==> src/rtl/hbp_pkg.sv <==
package hbp_pkg;
    parameter int unsigned HBP_DATA_W = 8;
    parameter int unsigned HBP_SYNC_STAGES = 2;

    typedef struct packed {
        logic [HBP_DATA_W-1:0] in_byte;
        logic [HBP_DATA_W-1:0] out_byte;
        logic                  in_full;
        logic                  out_full;
        logic                  ovf;
        logic                  irq;
    } hbp_state_t;
endpackage

==> src/rtl/hbp_sync.sv <==
module hbp_sync #(
    parameter int unsigned WIDTH  = 3,
    parameter int unsigned STAGES = 2
) (
    input  logic             clk,
    input  logic             rst_n,
    input  logic [WIDTH-1:0] async_in,
    output logic [WIDTH-1:0] sync_out
);
    logic [WIDTH-1:0] chain_q [STAGES];
    logic [WIDTH-1:0] chain_d [STAGES];

    always_comb begin
        chain_d[0] = async_in;
        for (int i = 1; i < STAGES; i++) chain_d[i] = chain_q[i-1];
    end

    generate
        for (genvar g = 0; g < STAGES; g++) begin : g_stage
            always_ff @(posedge clk or negedge rst_n) begin
                if (!rst_n) chain_q[g] <= '0;
                else        chain_q[g] <= chain_d[g];
            end
        end
    endgenerate

    assign sync_out = chain_q[STAGES-1];
endmodule

==> src/rtl/hbp_edge.sv <==
module hbp_edge (
    input  logic clk,
    input  logic rst_n,
    input  logic en,
    input  logic wr_act,
    input  logic rd_act,
    output logic wr_end,
    output logic rd_end
);
    typedef struct packed {
        logic wr;
        logic rd;
    } prev_t;

    prev_t prev_q, prev_d;
    logic  wr_now, rd_now;

    always_comb begin
        wr_now    = en & wr_act;
        rd_now    = en & rd_act;
        prev_d.wr = wr_now;
        prev_d.rd = rd_now;
        wr_end    = en & prev_q.wr & ~wr_now;
        rd_end    = en & prev_q.rd & ~rd_now;
    end

    always_ff @(posedge clk or negedge rst_n) begin
        if (!rst_n) prev_q <= '0;
        else        prev_q <= prev_d;
    end
endmodule

==> src/rtl/host_byte_port.sv <==
module host_byte_port
    import hbp_pkg::*;
#(
    parameter int unsigned DATA_W = HBP_DATA_W,
    parameter int unsigned SYNC_STAGES = HBP_SYNC_STAGES
) (
    input  logic              clk,
    input  logic              rst_n,
    input  logic              port_en,
    input  logic              ext_cs_n,
    input  logic              ext_rd_n,
    input  logic              ext_wr_n,
    input  logic [DATA_W-1:0] ext_data_in,
    output logic [DATA_W-1:0] ext_data_out,
    output logic              ext_data_oe,
    input  logic              cpu_wr_out,
    input  logic [DATA_W-1:0] cpu_wdata,
    input  logic              cpu_rd_in,
    output logic [DATA_W-1:0] cpu_rdata,
    input  logic              cpu_clr_irq,
    input  logic              cpu_clr_ovf,
    output logic              in_full,
    output logic              out_full,
    output logic              overflow,
    output logic              irq
);
    localparam int unsigned STROBES = 3;

    hbp_state_t st_q, st_d;
    logic [STROBES-1:0] strobe_low, strobe_sync;
    logic wr_act, rd_act, wr_end, rd_end;

    // strobe order: [2] select, [1] write, [0] read
    assign strobe_low = {~ext_cs_n, ~ext_wr_n, ~ext_rd_n};

    hbp_sync #(.WIDTH(STROBES), .STAGES(SYNC_STAGES)) sync_i (
        .clk(clk), .rst_n(rst_n), .async_in(strobe_low), .sync_out(strobe_sync)
    );

    assign wr_act = strobe_sync[2] & strobe_sync[1];
    assign rd_act = strobe_sync[2] & strobe_sync[0];

    hbp_edge edge_i (
        .clk(clk), .rst_n(rst_n), .en(port_en),
        .wr_act(wr_act), .rd_act(rd_act),
        .wr_end(wr_end), .rd_end(rd_end)
    );

    always_comb begin
        st_d = st_q;
        if (cpu_rd_in) st_d.in_full = 1'b0;
        if (wr_end) begin
            st_d.in_byte = ext_data_in[DATA_W-1:0];
            st_d.in_full = 1'b1;
        end
        if (cpu_clr_ovf) st_d.ovf = 1'b0;
        if (wr_end && st_q.in_full && !cpu_rd_in) st_d.ovf = 1'b1;
        if (rd_end) st_d.out_full = 1'b0;
        if (cpu_wr_out) begin
            st_d.out_byte = cpu_wdata;
            st_d.out_full = 1'b1;
        end
        if (cpu_clr_irq) st_d.irq = 1'b0;
        if (wr_end || rd_end) st_d.irq = 1'b1;
    end

    always_ff @(posedge clk or negedge rst_n) begin
        if (!rst_n) st_q <= '0;
        else        st_q <= st_d;
    end

    // bus drive follows the raw strobes so the host sees data inside its strobe
    assign ext_data_oe  = port_en & ~ext_cs_n & ~ext_rd_n;
    assign ext_data_out = st_q.out_byte;
    assign cpu_rdata    = st_q.in_byte;
    assign in_full      = st_q.in_full;
    assign out_full     = st_q.out_full;
    assign overflow     = st_q.ovf;
    assign irq          = st_q.irq;


    in_full_set_chk: assert property (@(posedge clk) disable iff (!rst_n)
        wr_end |=> in_full);

    irq_raise_chk: assert property (@(posedge clk) disable iff (!rst_n)
        (wr_end || rd_end) |=> irq);

    ovf_sticky_chk: assert property (@(posedge clk) disable iff (!rst_n)
        (overflow && !cpu_clr_ovf) |=> overflow);

    out_clear_chk: assert property (@(posedge clk) disable iff (!rst_n)
        (rd_end && !cpu_wr_out) |=> !out_full);

    off_quiet_chk: assert property (@(posedge clk) disable iff (!rst_n)
        !port_en |-> !(wr_end || rd_end));

    irq_hold_chk: assert property (@(posedge clk) disable iff (!rst_n)
        (irq && !cpu_clr_irq) |=> irq);
endmodule

==> config.mk <==
export PLATFORM = sky130hd
export DESIGN_NAME = host_byte_port
export DESIGN_NICKNAME = d
export VERILOG_FILES = /design/src/rtl/hbp_pkg.sv /design/src/rtl/hbp_sync.sv /design/src/rtl/hbp_edge.sv /design/src/rtl/host_byte_port.sv
export SDC_FILE = /design/constraint.sdc
export NUM_CORES = 1
export LEC_CHECK = 0
export BUFFER_PORTS_ARGS = -buffer_cell sky130_fd_sc_hd__buf_2
export CORE_MARGIN = 3
export CORE_UTILIZATION = 47
export CTS_BUF_LIST = sky130_fd_sc_hd__clkbuf_2 sky130_fd_sc_hd__clkbuf_4 sky130_fd_sc_hd__clkbuf_8
export DETAILED_ROUTE_END_ITERATION = 10
export PLACE_DENSITY = 0.89
export SLEW_MARGIN = 20
export SYNTH_ARGS = -nofsm -noshare
export SYNTH_HDL_FRONTEND = slang
export SYNTH_HIERARCHICAL = 1
export SYNTH_SLANG_ARGS = --single-unit
==> constraint.sdc <==
create_clock -name clk -period 1.65 [get_ports clk]
set_input_delay 0.4125 -clock clk [delete_from_list [all_inputs] [get_ports clk]]
set_output_delay 0.4125 -clock clk [all_outputs]
set_load 0.05 [all_outputs]
After elaboration in Yosys (flattened, before gate mapping)
Cells that the tools add are included.
Word-level totals
  output and inout bits: 21
  bits in latches: 0
  memory bits (writable): 0
  ROM bits: 0
  memories: 0
  input bits: 26
  register bits after elaboration: 28
Cells by class
  add/sub/neg operators: 0
  shift-type cells: 0
  multiply operators: 0
  muxes and demuxes: 8
  divide/modulo/power cells: 0
  reductions and logical operators: 8
  bitwise gates (word level): 15
  equal/unequal tests: 0
  magnitude comparators: 0
Operator list (count)
  $and 1x1->1: 10
  $mux 1: 8
  $reduce_bool 2->1: 4
  $not 1->1: 5
  $logic_and 1x1->1: 2
  $logic_not 1->1: 1
  $logic_or 1x1->1: 1

Depth between registers and ports, before layout
Gate-level depths: netlist (run 1).
  depth after elaboration: 7
  gate-level depth with buffers: 5

Hierarchy
The synthesis (run 1) kept the hierarchy.
By module, submodules not included
  host_byte_port: area each 809.5 um^2, times used 1, cells an instance 53
  hbp_sync: area each 150.1 um^2, times used 1, cells an instance 6
  hbp_edge: area each 82.6 um^2, times used 1, cells an instance 6

Least setup slack after synthesis (run 1)
Ideal clock, no wire load.
  kind: input to output
  start: input ext_cs_n
  end: output ext_data_oe
  arrival: 0.905 ns
  setup slack: 0.333 ns
  stages: 2
  cell sequence: inv_1 -> and3_1
On the way
  word-level cells in the longest chain between the ends: 3
Ends and longest elaborated chain
  start: declaration: RTL line host_byte_port.sv:10  | input logic ext_cs_n,
  $not 1->1: RTL line host_byte_port.sv:73  | assign ext_data_oe = port_en & ~ext_cs_n & ~ext_rd_n;
  $and 1x1->1 (2 in series): RTL line host_byte_port.sv:73
  end: declaration: RTL line host_byte_port.sv:15  | output logic ext_data_oe,
Every way passes these cells.

Worst setup path after layout (run 1)
  start: register sync_i.chain_q, in the netlist sync_i/sync_out[2]
  end: register st_q, in the netlist cpu_rdata[6]
On the way
  word-level cells in the longest chain between the ends: 4
Ends and longest elaborated chain
  start: declaration: RTL line hbp_sync.sv:10  | logic [WIDTH-1:0] chain_q [STAGES];
  start signal: indexed assignment: RTL line hbp_sync.sv:22  | else chain_q[g] <= chain_d[g];
  $and 1x1->1: RTL line host_byte_port.sv:40  | assign wr_act = strobe_sync[2] & strobe_sync[1];
  net wr_act: RTL line host_byte_port.sv:31  | logic wr_act, rd_act, wr_end, rd_end;
  $and 1x1->1: RTL line hbp_edge.sv:19  | wr_now = en & wr_act;
  $not 1->1: RTL line hbp_edge.sv:23  | wr_end = en & prev_q.wr & ~wr_now;
  $and 1x1->1: RTL line hbp_edge.sv:23
  end signal: assignment: RTL line host_byte_port.sv:69  | else st_q <= st_d;
  end: declaration: RTL line host_byte_port.sv:29  | hbp_state_t st_q, st_d;
The timed path passes the listed nets, and every way through them passes these cells.
A chain may end at the register's enable or synchronous reset.

==> results of run 1 <==
[report_power, final]
group          switching [mW]  leakage, nW  internal [mW]
clock                   0.172       0.0138         0.0853
sequential             0.0379        0.337          0.765
combinational           0.341        0.351          0.152
total                   0.551        0.702           1.00
[cell usage in the layout, fill, tap and decap left out, drive strengths merged]
cell,count
and3,1
and3b,2
mux2,16
a32o,1
buf,47
clkbuf,3
and2,4
a21o,2
inv,7
o21ai,1
dfrtp,28
nor2,1
[area by class of cell]
class,count,area [sq um]
Multi-Input combinational cell,28,292.8
Timing Repair Buffer,47,237.7
Inverter,7,26.28
Clock buffer,3,22.52
Tap cell,27,33.78
Sequential cell,28,700.7
Fill cell,164,708.2
[cell usage after synthesis]
master	instances	share of area (%)
a21o_1	1	0.72
a21o_2	1	0.84
a32o_1	1	0.96
and2_1	2	1.2
and2_2	2	1.4
and3_1	1	0.60
and3b_1	2	1.7
buf_6	2	2.2
dfrtp_1	28	67
inv_1	7	2.5
mux2_2	9	9.7
mux2_4	7	10
nor2_1	1	0.36
o21ai_0	1	0.48
[layer usage]
metal / part of all wire (%) / wire length, um
met5: 0 / 0
met4: 2.0 / 36
met3: 11 / 192
met2: 49 / 885
met1: 38 / 697
[stage by stage]
stage / setup slack (ns) / utilization, %
floorplan: 0.3330 / -
global placement: 0.2947 / 63.86
detailed placement: 0.2548 / 63.86
CTS: 0.2404 / 64.98
global route: 0.1919 / 64.98
finish: 0.2475 / 64.98
[final timing paths]
check                                                  start                            to  cells past startpoint
min in group clk                                    ext_wr_n   sync_i/chain_d[1]$_DFF_PN0_                      2
max in group asynchronous                              rst_n               irq$_DFFE_PN0P_                      1
worst min register to register   sync_i/chain_d[2]$_DFF_PN0_  sync_i/sync_out[2]$_DFF_PN0_                      0
worst max-delay path            sync_i/sync_out[2]$_DFF_PN0_      cpu_rdata[6]$_DFFE_PN0P_                      4
worst max register to register  sync_i/sync_out[2]$_DFF_PN0_      cpu_rdata[6]$_DFFE_PN0P_                      4
worst min-delay path                                   rst_n      cpu_rdata[5]$_DFFE_PN0P_                      1
[cells by family (layout without fill, tap and decap cells)]
group           count (synthesis)  after routing  synth area share (%)
flops                          28             28                 67.23
simple gates                    8              8                 5.282
mux                            16             16                 19.81
buf+inv                         9             57                 4.682
compound gates                  4              4                 3.001
[worst max-delay path, cell delays in order, from the launching register on]
cell	delay, ns
dfrtp_1	0.39
and2_1	0.16
and3b_1	0.20
buf_4	0.20
mux2_2	0.35
[registers in the layout, summed over array words and instances (netlist names)]
| signal | count |
|---|---|
| in_full | 1 |
| out_full | 1 |
| sync_i/sync_out | 3 |
| cpu_rdata | 8 |
| sync_i/chain_d | 3 |
| overflow | 1 |
| irq | 1 |
| ext_data_out | 8 |
| edge_i/prev_q | 2 |
==> results.toml, run 1 <==
[outcome]
outcome = "finished clean"

[floorplan]
num_rows = 16
fp.dieH_um = 53.09
die_w_um = 53.09
core-area_sq_um = 2022
die_area_sq_um = 2819
ios = 47
initial_utilization_pct = 51.55

[yosys]
seq_area_frac_synth_pct = 67.23
ys_ff_latch = 28
yosys_warnings = 6
netlist_area_sq_um = 1042
post_synth.cell_area_avg_sq_um = 16.03
ys_types = 14
syn_inst = 65
syn_nets = 91

[drt]
drc = 0
wirelength_mm = 1.812
avgRoutedWirePerCell_um = 12.94
dr.pass1.iters = 3
vias = 654
via_per_inst = 4.671
initialDrtViolationCount = 1
ant_nets = 0

[pwr]
p_per_area_nw_per_um2 = 1182
leakage_nw = 0.7022
vdd_drop_max_v = 0.0008221
p_total_mw = 1.553

[timing]
min_period_ns = 1.403
tns_ns = 0
tightest_slew_ns = 0.5777
finalSetupViolCount = 0
maxSlewViolCount = 0
fmaxAchievable_mhz = 713.0
maxSlewHeadroom_pct = 61.49
rsz0062_at_grt = "false"
fin_skew_ns = 0.009280
period_share_pct = 85.00
hold_viol_final = 0
hold_slack_ns = 0.07295

[clocking]
cts_sinks = 28
hold_buffers = 0
cts_buffers = 3
post_cts_resized = 0
postCtsSetupBuffers = 0
cts.clk_slew.worst_paths_ns = 0.13
clockRootBuffer = "clkbuf_4"
cts_tree = "built"
htree_levels = 1
clk_path_buf_depth = 2
clk_latency_ns = 0.31

[grt]
first_global_vias = 652
grt_max_degree = 29
grt_usage_pct = 14.58
globalRouteOverflowTotal = 0
grt_use_met2_pct = 24.59
grt_pass1_wl_mm = 2.911
met3_usage_pct = 2.817
top_usage_layer = "met2"
grt_use_met1_pct = 17.46
antenna_found_initial = 0

[layout]
instances_no_fill = 140
fin_nets = 141
syn2layout_area_growth_pct = 26.05
drive_gt1_share_pct = 61.06
final_area_sq_um = 1314
antenna_cells = 0

[placement]
dpl_cell_area_sq_um = 1291
place_congestion = 0.6295
port_buffers = 46
dp.cells = 137

[worst_setup_path]
crit_type = "flip-flop to flip-flop"
critical_path.max_fanout = 11
start_kind = "flip-flop"
worstPathRequired_ns = 1.86
worstSetupEndpointType = "flip-flop"
reg2reg_setup_slack_ns = 0.25
arrival_ns = 1.61

[min_path]
hold_path_class = "input port to asynchronous set/reset pin"

[run]
max_cap_violations = 0
No activity file was read; power rests on OpenSTA's default activity.
==> inputs of run 2 (changes only) <==
--- a/config.mk
+++ b/config.mk
@@ -6,8 +6,11 @@
 export NUM_CORES = 1
 export LEC_CHECK = 0
 export BUFFER_PORTS_ARGS = -buffer_cell sky130_fd_sc_hd__buf_2
+export CELL_PAD_IN_SITES_DETAIL_PLACEMENT = 0
+export CELL_PAD_IN_SITES_GLOBAL_PLACEMENT = 1
+export CORE_ASPECT_RATIO = 0.5
 export CORE_MARGIN = 3
-export CORE_UTILIZATION = 47
+export CORE_UTILIZATION = 37
 export CTS_BUF_LIST = sky130_fd_sc_hd__clkbuf_2 sky130_fd_sc_hd__clkbuf_4 sky130_fd_sc_hd__clkbuf_8
 export DETAILED_ROUTE_END_ITERATION = 10
 export PLACE_DENSITY = 0.89
==> results.toml, run 2 (same netlist as run 1, synthesis figures left out) <==
[timing]
finalSetupViolCount = 0
period_share_pct = 85.26
maxSlewHeadroom_pct = 60.79
maxSlewViolCount = 0
rsz0062_at_grt = "false"
tightest_slew_ns = 0.5882
hold_viol_final = 0
min_period_ns = 1.407
fmaxAchievable_mhz = 710.8
fin_skew_ns = 0.005127
tns_ns = 0

[drt]
wirelength_mm = 1.818
initialDrtViolationCount = 36
met2_length_um = 960
drc = 0
top_layer = "met4"
drt-met1-wl_um = 728
vias = 656
avgRoutedWirePerCell_um = 12.28
met3_length_um = 112
ant_nets = 0
via_per_inst = 4.432
dr.pass1.iters = 3

[layout]
antenna_cells = 0
fillCellCount = 211
drive_gt1_share_pct = 61.06
finalCoreUtilization_pct = 55.20
layout_commonest_cell = "buf_2"
fin_nets = 141
syn2layout_area_growth_pct = 28.81
ff_latch_area_sq_um = 700.7
final_cell_mix = "buf_2 (46), dfrtp_1 (28), mux2_2 (9), inv_1 (7), mux2_4 (7)"
instances_no_fill = 148
multi_input_area_sq_um = 292.8

[grt]
first_global_vias = 657
globalRouteOverflowTotal = 0
grt_max_degree = 29
grt_usage_pct = 11.14
antenna_found_initial = 0
grt_pass1_wl_mm = 2.973

[pwr]
p_total_mw = 1.637
power_frac_seq_pct = 49.1
p_per_area_nw_per_um2 = 1219
combinationalPowerShare_pct = 29.9
leakage_nw = 0.7100
p_int_mw = 1.080
vdd_drop_max_v = 0.0004841
p_sw_uw = 556.8
p_sw_share_pct = 34.01
clockPowerShare_pct = 21.0

[placement]
port_buffers = 46
place_congestion = 0.6628
dp.cells = 145
dp_hpwl_mm = 1.425

[clocking]
cts_sinks = 28
cts_buffers = 3
cts_tree = "built"
clk_path_buf_depth = 2
postCtsSetupBuffers = 0
htree_levels = 1
clockRootBuffer = "clkbuf_8"
clk_latency_ns = 0.26
cts.clk_slew.worst_paths_ns = 0.08
post_cts_resized = 0
hold_buffers = 0

[floorplan]
ios = 47
num_rows = 12
fp.dieH_um = 43.53
initial_utilization_pct = 42.85
core-area_sq_um = 2432
die_w_um = 81.06
die_area_sq_um = 3529

[worst_setup_path]
start_kind = "flip-flop"
crit_type = "flip-flop to flip-flop"
critical_path.max_fanout = 11
crit_family = "flip-flops"
worst_path_max_delay_cell = "dfrtp_1"
max_stage_delay_ns = 0.38
crit_chain = "and2_1, and3b_1, buf_4, mux2_2"
worstSetupEndpointType = "flip-flop"
r2r_cells = 4
r2r_end = "cpu_rdata[6]$_DFFE_PN0P_"
arrival_ns = 1.56
r2r_start = "sync_i/sync_out[2]$_DFF_PN0_"
worstPathRequired_ns = 1.80
critPathBufInv = 1
reg2reg_setup_slack_ns = 0.24

[run]
max_cap_violations = 0

[min_path]
hold_path_class = "input port to asynchronous set/reset pin"

[outcome]
outcome = "finished clean"
## run 2: cell counts in the layout (fill, tap and decap cells not counted)
No cell type changed its count.
## run 2: final cells by class
| class | instances | area share [%] |
|---|---|---|
| inverters | 7 | 1.957 |
| flip-flops and latches | 28 | 52.19 |
| clock buffers | 3 | 3.075 |
| multi-input cells | 28 | 21.81 |
| repair buffers | 47 | 17.71 |
| well taps | 35 | 3.262 |
## run 2: per-stage QoR
stage	setup WS (ns)	instance area (sq um)	hold WS [ns]
after floorplan	0.3330	1042	0.1169
after global placement	0.2819	1301	0.3322
after detailed placement	0.2642	1301	0.3347
after CTS	0.2436	1343	0.1567
after global routing	0.1841	1343	0.1805
final	0.2432	1343	0.1396
## run 2: power by group through the flow
stage | clock network, mW | logic [mW] | registers, mW
global route | 0.394 | 0.515 | 0.815
CTS | 0.360 | 0.496 | 0.804
detailed placement | 0 | 0.494 | 0.818
global placement | 0 | 0.491 | 0.813
floorplan | 0 | 0.109 | 1.07
finish | 0.344 | 0.490 | 0.804
## run 2: worst max path at each step
stage	end	start	slack, ns	depth (start not counted)
CTS	cpu_rdata[6]$_DFFE_PN0P_	sync_i/sync_out[2]$_DFF_PN0_	0.24	4
global route	cpu_rdata[6]$_DFFE_PN0P_	sync_i/sync_out[2]$_DFF_PN0_	0.18	4
detailed placement	cpu_rdata[6]$_DFFE_PN0P_	sync_i/sync_out[2]$_DFF_PN0_	0.26	4
floorplan	ext_data_oe	ext_cs_n	0.33	2
global placement	cpu_rdata[6]$_DFFE_PN0P_	sync_i/sync_out[2]$_DFF_PN0_	0.28	4
finish	cpu_rdata[6]$_DFFE_PN0P_	sync_i/sync_out[2]$_DFF_PN0_	0.24	4
## run 2: routing by layer
| layer | vias to the layer above | track usage (%) |
|---|---|---|
| met3 | 2 | 3.320 |
| met1 | 320 | 11.63 |
| li1 | 314 | - |
| met5 | - | 0 |
| met2 | 20 | 21.37 |
| met4 | 0 | 4.040 |
## run 2: worst reg2reg max path, stage by stage (launching register included)
cell and delay [ns]:
dfrtp_1 0.38, and2_1 0.16, and3b_1 0.20, buf_4 0.21
mux2_2 0.35
==> inputs of run 3 (changes only) <==
--- a/config.mk
+++ b/config.mk
@@ -10,10 +10,10 @@
 export CELL_PAD_IN_SITES_GLOBAL_PLACEMENT = 1
 export CORE_ASPECT_RATIO = 0.5
 export CORE_MARGIN = 3
-export CORE_UTILIZATION = 37
+export CORE_UTILIZATION = 40
 export CTS_BUF_LIST = sky130_fd_sc_hd__clkbuf_2 sky130_fd_sc_hd__clkbuf_4 sky130_fd_sc_hd__clkbuf_8
 export DETAILED_ROUTE_END_ITERATION = 10
-export PLACE_DENSITY = 0.89
+export PLACE_DENSITY = 0.94
 export SLEW_MARGIN = 20
 export SYNTH_ARGS = -nofsm -noshare
 export SYNTH_HDL_FRONTEND = slang
==> constraint.sdc (replaced) <==
create_clock -name clk -period 1.8 [get_ports clk]
set_input_delay 0.45 -clock clk [delete_from_list [all_inputs] [get_ports clk]]
set_output_delay 0.45 -clock clk [all_outputs]
set_load 0.05 [all_outputs]
==> results.toml, run 3 (same netlist as run 1, synthesis figures left out) <==
[outcome]
outcome = "finished clean"

[clocking]
cts_buffers = 3
cts_tree = "built"
clk_path_buf_depth = 2
hold_buffers = 0
postCtsSetupBuffers = 0
cts_sinks = 28
cts.clk_slew.worst_paths_ns = 0.09
htree_levels = 1
clockRootBuffer = "clkbuf_8"
clk_latency_ns = 0.27
post_cts_resized = 0

[worst_setup_path]
worstPathRequired_ns = 1.35
critical_path.max_fanout = 2
arrival_ns = 0.99
crit_type = "input port to primary output"
worstSetupEndpointType = "primary output"
start_kind = "input port"

[drt]
wirelength_mm = 1.799
avgRoutedWirePerCell_um = 12.07
vias = 649
drc = 0
via_per_inst = 4.356
dr.pass1.iters = 4
ant_nets = 0
initialDrtViolationCount = 3

[min_path]
hold_path_class = "input port to asynchronous set/reset pin"

[timing]
maxSlewHeadroom_pct = 60.85
fin_skew_ns = 0.003524
fmaxAchievable_mhz = 693.0
maxSlewViolCount = 0
finalSetupViolCount = 0
rsz0062_at_grt = "false"
fin_ws_ns = 0.3571
hold_viol_final = 0
hold_slack_ns = 0.1690
tns_ns = 0
tightest_slew_ns = 0.5872
period_share_pct = 80.16
min_period_ns = 1.443

[layout]
final_area_sq_um = 1373
instances_no_fill = 149
drive_gt1_share_pct = 61.40
fillCellCount = 212
syn2layout_area_growth_pct = 31.69
antenna_cells = 0
layout_commonest_cell = "buf_2"
fin_nets = 141
final_cell_mix = "buf_2 (46), dfrtp_1 (28), mux2_2 (9), inv_1 (7), mux2_4 (7)"
finalCoreUtilization_pct = 58.60

[pwr]
vdd_drop_max_v = 0.0005548
combinationalPowerShare_pct = 26.9
clockPowerShare_pct = 28.9
p_sw_share_pct = 31.60
p_sw_uw = 525.8
p_total_mw = 1.664
power_frac_seq_pct = 44.2
leakage_nw = 0.7241
p_per_area_nw_per_um2 = 1212
p_int_mw = 1.138

[placement]
dp.cells = 145
port_buffers = 46
place_congestion = 0.6736
pre_cts_ws_ns = 0.3491
dpl_cell_area_sq_um = 1301

[floorplan]
core-area_sq_um = 2342
num_rows = 12
initial_utilization_pct = 44.50
die_area_sq_um = 3291
fp.dieH_um = 42.10
die_w_um = 78.19
ios = 47

[grt]
antenna_found_initial = 0
first_global_vias = 710
grt_usage_pct = 12.53
globalRouteOverflowTotal = 0
grt_pass1_wl_mm = 3.215
grt_max_degree = 29

[run]
max_cap_violations = 0
==> run 3: path summary, 6_finish.rpt <==
kind	slack, ns	endpoint	cells past startpoint	startpoint
worst max-delay path	0.36	ext_data_oe	4	ext_cs_n
min in group clk	0.30	sync_i/chain_d[1]$_DFF_PN0_	2	ext_wr_n
worst min register to register	0.36	sync_i/sync_out[2]$_DFF_PN0_	0	sync_i/chain_d[2]$_DFF_PN0_
max in group asynchronous	1.24	in_full$_DFFE_PN0P_	1	rst_n
worst max register to register	0.40	cpu_rdata[6]$_DFFE_PN0P_	4	sync_i/sync_out[2]$_DFF_PN0_
worst min-delay path	0.17	sync_i/chain_d[2]$_DFF_PN0_	1	rst_n
==> run 3: routing by layer <==
| layer | routed length [um] | up-vias | part of all wire (%) | GRT usage [%] |
|---|---|---|---|---|
| li1 | - | 312 | - | - |
| met1 | 714 | 319 | 40 | 12.74 |
| met2 | 989 | 13 | 55 | 24.83 |
| met3 | 64 | 5 | 3.6 | 2.790 |
| met4 | 31 | 0 | 1.7 | 5.226 |
| met5 | 0 | - | 0 | 0 |
==> run 3: area by class of cell <==
type	instances	area (sq um)	area share, %
Tap cell	35	43.79	3.191
Clock buffer	3	41.29	3.008
Multi-Input combinational cell	28	292.8	21.33
Clock inverter	1	30.03	2.188
Inverter	7	26.28	1.914
Sequential cell	28	700.7	51.05
Timing Repair Buffer	47	237.7	17.32
==> run 3: power groups by stage <==
stage	combinational (mW)	sequential [mW]	clock [mW]
floorplan	0.0998	0.980	0
global placement	0.448	0.746	0
detailed placement	0.452	0.750	0
CTS	0.453	0.737	0.494
global route	0.471	0.749	0.518
finish	0.448	0.735	0.481
==> run 3: critical path: stages <==
cell	delay (ns)
buf_2	0.09
inv_1	0.05
and3_1	0.14
buf_2	0.25
